## config.mk

```make
export PLATFORM = sky130hd
export DESIGN_NAME = ilim_chopper
export DESIGN_NICKNAME = d
export VERILOG_FILES = /design/src/rtl/ilim_pkg.sv /design/src/rtl/ilim_phase_fsm.sv /design/src/rtl/ilim_short_path.sv /design/src/rtl/ilim_evt_counter.sv /design/src/rtl/ilim_chopper.sv
export SDC_FILE = /design/constraint.sdc
export NUM_CORES = 1
export LEC_CHECK = 0
export CORE_MARGIN = 4
export CORE_UTILIZATION = 45
export CTS_BUF_LIST = sky130_fd_sc_hd__clkbuf_16
export CTS_CLUSTER_SIZE = 14
export DETAILED_ROUTE_END_ITERATION = 7
export DONT_BUFFER_PORTS = 1
export MAX_ROUTING_LAYER = met4
export PLACE_DENSITY = 0.72
export SYNTH_ARGS = -nofsm -noshare
export SYNTH_HDL_FRONTEND = slang
export SYNTH_SLANG_ARGS = --single-unit
```

## constraint.sdc

```tcl
create_clock -name clk -period 2.05 [get_ports clk]
set_clock_uncertainty 0.2 [all_clocks]
set_input_delay 0.205 -clock clk [delete_from_list [all_inputs] [get_ports clk]]
set_output_delay 0.205 -clock clk [all_outputs]
set_load 0.005 [all_outputs]
```

## src/rtl/ilim_pkg.sv

```systemverilog
package ilim_pkg;

    typedef enum logic [1:0] {
        PH_RUN   = 2'd0,
        PH_OFF   = 2'd1,
        PH_BLANK = 2'd2
    } phase_e;

    typedef struct packed {
        logic force_off;
        logic active;
        logic start;
    } chop_s;

    typedef struct packed {
        logic force_off;
        logic fault;
    } short_s;

    function automatic int unsigned max_u(input int unsigned a, input int unsigned b);
        return (a > b) ? a : b;
    endfunction

    function automatic int unsigned width_for(input int unsigned n);
        return (n <= 2) ? 1 : $clog2(n);
    endfunction

endpackage

```

## src/rtl/ilim_phase_fsm.sv

```systemverilog
module ilim_phase_fsm
    import ilim_pkg::*;
#(
    parameter int unsigned OFF_CYC   = 1025,
    parameter int unsigned BLANK_CYC = 825
) (
    input  logic   clk,
    input  logic   rst,
    input  logic   over_lim,
    input  logic   inhibit,
    output phase_e phase,
    output chop_s  chop
);
    localparam int unsigned TW = width_for(max_u(OFF_CYC, BLANK_CYC));
    localparam logic [TW-1:0] OFF_LD   = TW'(OFF_CYC - 1);
    localparam logic [TW-1:0] BLANK_LD = TW'(BLANK_CYC - 1);

    phase_e        ph_q, ph_d;
    logic [TW-1:0] tmr_q, tmr_d;
    logic          go;

    assign go = (ph_q == PH_RUN) && over_lim && !inhibit;

    always_comb begin
        ph_d  = ph_q;
        tmr_d = tmr_q;
        unique case (ph_q)
            PH_RUN: begin
                if (go) begin
                    ph_d  = PH_OFF;
                    tmr_d = OFF_LD;
                end
            end
            PH_OFF: begin
                if (tmr_q == '0) begin
                    ph_d  = PH_BLANK;
                    tmr_d = BLANK_LD;
                end else begin
                    tmr_d = tmr_q - 1'b1;
                end
            end
            PH_BLANK: begin
                if (tmr_q == '0) begin
                    ph_d = PH_RUN;
                end else begin
                    tmr_d = tmr_q - 1'b1;
                end
            end
            default: begin
                ph_d  = PH_RUN;
                tmr_d = '0;
            end
        endcase
    end

    always_ff @(posedge clk) begin
        if (rst) begin
            ph_q  <= PH_RUN;
            tmr_q <= '0;
        end else begin
            ph_q  <= ph_d;
            tmr_q <= tmr_d;
        end
    end

    assign phase          = ph_q;
    assign chop.force_off = (ph_q == PH_OFF);
    assign chop.active    = (ph_q != PH_RUN);
    assign chop.start     = go;

endmodule

```

## src/rtl/ilim_short_path.sv

```systemverilog
module ilim_short_path
    import ilim_pkg::*;
(
    input  logic   clk,
    input  logic   rst,
    input  logic   short_det,
    output short_s sc
);
    logic seen_q;
    logic pulse_q;

    always_ff @(posedge clk) begin
        if (rst) begin
            seen_q  <= 1'b0;
            pulse_q <= 1'b0;
        end else begin
            seen_q  <= short_det;
            pulse_q <= short_det && !seen_q;
        end
    end

    assign sc.force_off = seen_q;
    assign sc.fault     = pulse_q;

endmodule

```

## src/rtl/ilim_evt_counter.sv

```systemverilog
module ilim_evt_counter #(
    parameter int unsigned CNT_W = 8
) (
    input  logic             clk,
    input  logic             rst,
    input  logic             clr,
    input  logic             inc,
    output logic [CNT_W-1:0] count
);
    localparam logic [CNT_W-1:0] TOP = {CNT_W{1'b1}};

    logic [CNT_W-1:0] cnt_q;
    logic [CNT_W-1:0] base;

    assign base = clr ? '0 : cnt_q;

    always_ff @(posedge clk) begin
        if (rst) begin
            cnt_q <= '0;
        end else if (inc && (base != TOP)) begin
            cnt_q <= base + 1'b1;
        end else begin
            cnt_q <= base;
        end
    end

    assign count = cnt_q;

endmodule

```

## src/rtl/ilim_chopper.sv

```systemverilog
module ilim_chopper
    import ilim_pkg::*;
#(
    parameter int unsigned OFF_CYC   = 1025,
    parameter int unsigned BLANK_CYC = 825,
    parameter int unsigned CNT_W     = 8
) (
    input  logic             clk,
    input  logic             rst,
    input  logic             over_lim,
    input  logic             short_det,
    input  logic             cnt_clr,
    output logic             force_off,
    output logic             lim_active,
    output logic             fault_pulse,
    output logic [CNT_W-1:0] evt_count
);
    phase_e phase;
    chop_s  chop;
    short_s sc;

    ilim_phase_fsm #(
        .OFF_CYC  (OFF_CYC),
        .BLANK_CYC(BLANK_CYC)
    ) u_fsm (
        .clk     (clk),
        .rst     (rst),
        .over_lim(over_lim),
        .inhibit (short_det),
        .phase   (phase),
        .chop    (chop)
    );

    ilim_short_path u_sc (
        .clk      (clk),
        .rst      (rst),
        .short_det(short_det),
        .sc       (sc)
    );

    ilim_evt_counter #(
        .CNT_W(CNT_W)
    ) u_cnt (
        .clk  (clk),
        .rst  (rst),
        .clr  (cnt_clr),
        .inc  (chop.start),
        .count(evt_count)
    );

    assign force_off   = chop.force_off | sc.force_off;
    assign lim_active  = chop.active;
    assign fault_pulse = sc.fault;

endmodule

```

==> results.json <==
{
  "grt.total_usage_pct": 17.7,
  "cp-endpoint": "u_fsm.tmr_q[4]$_SDFFE_PP0P_",
  "grt_pass1_vias": 1189,
  "crit_slowest_cell": "a211oi_4",
  "grt_pass1_wl_um": 5600,
  "dieArea_sq_mm": 0.00403,
  "nets": 185,
  "ys_top_cells_by_count": "23 x dfxtp_1, 20 x nor2_1, 10 x nand2b_1",
  "rows": 19,
  "drcViolationCount": 0,
  "period_share_pct": 102,
  "worst-path-buf-inv": 2,
  "cts_buffers": 3,
  "place_area_sq_mm": 0.00146,
  "syn_area_per_cell_sq_um": 8.66,
  "maxCapViolCount": 0,
  "io_buffers": 0,
  "cp.depth": 7,
  "ir_worst_vdd_v": 0.000835,
  "ys.flop_type": "dfxtp_1",
  "power_leakage_nw": 0.654,
  "antenna_found_initial": 0,
  "pre_cts_ws_ns": 0.0931,
  "cp-end-kind": "flip-flop",
  "yosys.area.top_type_share_pct": 33.2,
  "crit_fanout": 8,
  "hold_ws_ns": 0.0269,
  "fp.dieW_um": 63.5,
  "dp_hpwl_um": 2260,
  "post-route-util_pct": 57.9,
  "globalRouteOverflowTotal": 0,
  "grt.busiest_layer": "met2",
  "r2r-end": "u_fsm.tmr_q[4]$_SDFFE_PP0P_",
  "arrival_ns": 2.09,
  "syn_inst": 160,
  "use_met3_pct": 3.73,
  "worstSetupPathType": "reg2reg",
  "ioPinCount": 16,
  "setup_viol": 3,
  "met1_usage_pct": 23.8,
  "slew_headroom_pct": 57.3,
  "crit_chain": "inv_2 > ha_1 > nor2b_2 > nand4_1 > a211oi_4 > buf_4 > a21o_1",
  "synth-edff-count": 0,
  "die_h_um": 63.5,
  "slew_violations": 0,
  "ys_types": 45,
  "cts_max_path_buffers": 2,
  "drtPass1Iterations": 4,
  "clkLatencyLatePin_ns": 0.25,
  "syn_area_sq_mm": 0.00139,
  "startpoint_type": "flip-flop",
  "synthTopCellsByArea": "dfxtp_1 33%, nor2_1 5.4%, nand2b_1 4.5%",
  "cpLargestDelayFamily": "compound AO/OA/AOI/OAI gates",
  "cp.required_ns": 2.05,
  "use_met2_pct": 26.5,
  "drive_gt1_share_pct": 23.3,
  "fin_crit_ns": 2.09,
  "design_area_sq_mm": 0.00165,
  "cts_sinks": 23,
  "cts_tree": "built",
  "num-fill-cells": 245,
  "r2r_start": "u_fsm.tmr_q[1]$_SDFFE_PP0P_",
  "hold_viol": 0,
  "power_density_mw_per_mm2": 1810,
  "worstMarginPinSlew_ns": 0.638,
  "drtIter0Drc": 163,
  "ff2ff_path_depth": 7,
  "yosysWarnings": 0,
  "ys_seq_elements": 23,
  "initial_core_util_pct": 48.6,
  "syn2layout_area_growth_pct": 19.2,
  "vias": 1290,
  "hold_class": "in2reg",
  "max_clock_freq_mhz": 478,
  "diodes": 0,
  "wl_per_cell_um": 16.8,
  "place.gp.congestion": 0.910,
  "wirelength_um": 3490,
  "async_reset_ff_share_pct": 0,
  "vias_per_cell": 6.23,
  "status": "finished, violations left",
  "htreeDepth": 1,
  "yosys.area.top_type": "dfxtp_1",
  "rrSetupSlack_ns": -0.04,
  "ys_seq_area_share_pct": 33.2,
  "cts_root_buf": "clkbuf_16",
  "grt_max_degree": 16,
  "startpoint": "u_fsm.tmr_q[1]$_SDFFE_PP0P_",
  "max_stage_delay_ns": 0.46,
  "coreArea_sq_mm": 0.00285,
  "ant_nets": 0,
  "post-route-worst-setup-slack_ns": -0.0409,
  "yosysMostFrequentCell": "dfxtp_1",
  "synth_nets": 168,
  "violations": "setup timing",
  "cts.clk_slew.worst_paths_ns": 0.06
}
-- cell usage in the layout (no fill, tap or decap), types with 2 or more instances in the layout --
| cell type | synthesis | routed |
|---|---|---|
| inv_2 | 0 | 2 |
| xor2_1 | 3 | 3 |
| inv_1 | 6 | 5 |
| nor2b_2 | 0 | 2 |
| nor4_4 | 1 | 2 |
| nor2_1 | 20 | 20 |
| nand3_1 | 8 | 8 |
| dfxtp_1 | 23 | 21 |
| mux2i_1 | 2 | 2 |
| or4b_4 | 2 | 2 |
| nor3_2 | 3 | 3 |
| xnor2_1 | 4 | 4 |
| nand2b_1 | 10 | 10 |
| clkbuf_16 | 0 | 3 |
| a21oi_2 | 1 | 2 |
| a31oi_1 | 6 | 6 |
| o21ai_1 | 4 | 4 |
| nor3_1 | 4 | 4 |
| dfxtp_2 | 0 | 2 |
| dlygate4sd3_1 | 0 | 4 |
| nand2_1 | 7 | 7 |
| nand4_1 | 3 | 3 |
| a21oi_1 | 8 | 7 |
| nor2b_1 | 6 | 4 |
| a21o_1 | 5 | 5 |
| o31ai_1 | 2 | 2 |
| and3_1 | 2 | 2 |
| buf_4 | 0 | 14 |
| o2111ai_1 | 2 | 2 |
-- registers in the layout (all words and copies together) (netlist names) --
| register | count |
|---|---|
| u_cnt.count | 8 |
| u_fsm.phase | 2 |
| u_fsm.tmr_q | 11 |
| u_sc.pulse_q | 1 |
| u_sc.seen_q | 1 |
-- layer usage --
layer / routed length (um) / up-vias
met5: 0 / -
met4: 41 / 0
met3: 279 / 6
met2: 1600 / 63
met1: 1560 / 607
li1: - / 614
-- tightest hold or removal path: stages --
cell,delay [ns]
nor2b_1,0.04
xnor2_1,0.15
nor2_1,0.04
-- cell type report --
type | count | area, sq um | area share [%]
timing repair buffer | 18 | 145 | 8.79
multi-input combinational | 125 | 902 | 54.7
inverter | 6 | 22.5 | 1.36
clock buffer | 3 | 75.1 | 4.55
clock inverter | 1 | 3.75 | 0.227
sequential | 23 | 463 | 28.1
tap | 31 | 38.8 | 2.35
-- report_power, final --
| part | switching [mW] | internal (mW) | total, mW |
|---|---|---|---|
| Sequential | 0.200 | 0.569 | 0.769 |
| Combinational | 1.02 | 0.782 | 1.80 |
| Clock | 0.153 | 0.260 | 0.413 |
| Total | 1.37 | 1.61 | 2.99 |
-- how the worst min path moves through the flow --
stage	slack, ns	endpoint	depth (start not counted)	startpoint
4_1_cts	0.02	u_cnt.count[0]$_SDFF_PP0_	3	cnt_clr
3_5_place_dp	0.08	u_fsm.tmr_q[10]$_SDFFE_PP0P_	1	rst
5_1_grt	0.02	u_cnt.count[0]$_SDFF_PP0_	3	cnt_clr
6_report	0.03	u_cnt.count[0]$_SDFF_PP0_	3	cnt_clr
2_1_floorplan	0.16	u_sc.seen_q$_SDFF_PP0_	1	short_det
3_3_place_gp	0.08	u_cnt.count[3]$_SDFF_PP0_	1	cnt_clr
-- cell families (layout without fill, tap and decap cells) --
group / Yosys count / count (layout) / synth area share [%]
simple gates: 74 / 74 / 32.3
compound gates: 38 / 38 / 20.6
flops: 23 / 23 / 33.2
buf+inv: 12 / 28 / 4.43
xor+xnor: 7 / 7 / 4.43
fa+ha+maj: 4 / 4 / 3.52
mux: 2 / 2 / 1.45
-- stage by stage --
step | TNS (ns) | total power [mW] | std cells
after floorplan | 0 | 1.90 | 160
after global placement | 0 | 2.28 | 195
after detailed placement | 0 | 2.32 | 195
after CTS | 0 | 2.77 | 203
after global routing | -0.483 | 3.19 | 207
final | -0.0536 | 2.99 | 207
-- repair_timing --
action | in CTS | in global routing
setup endpoints to repair | 0 | 11
hold buffers | 4 | 0
endpoints found under the hold margin | 16 | 0
setup buffers | 0 | 4
gates resized for setup | 0 | 13
No activity file was read; power rests on OpenSTA's default activity.
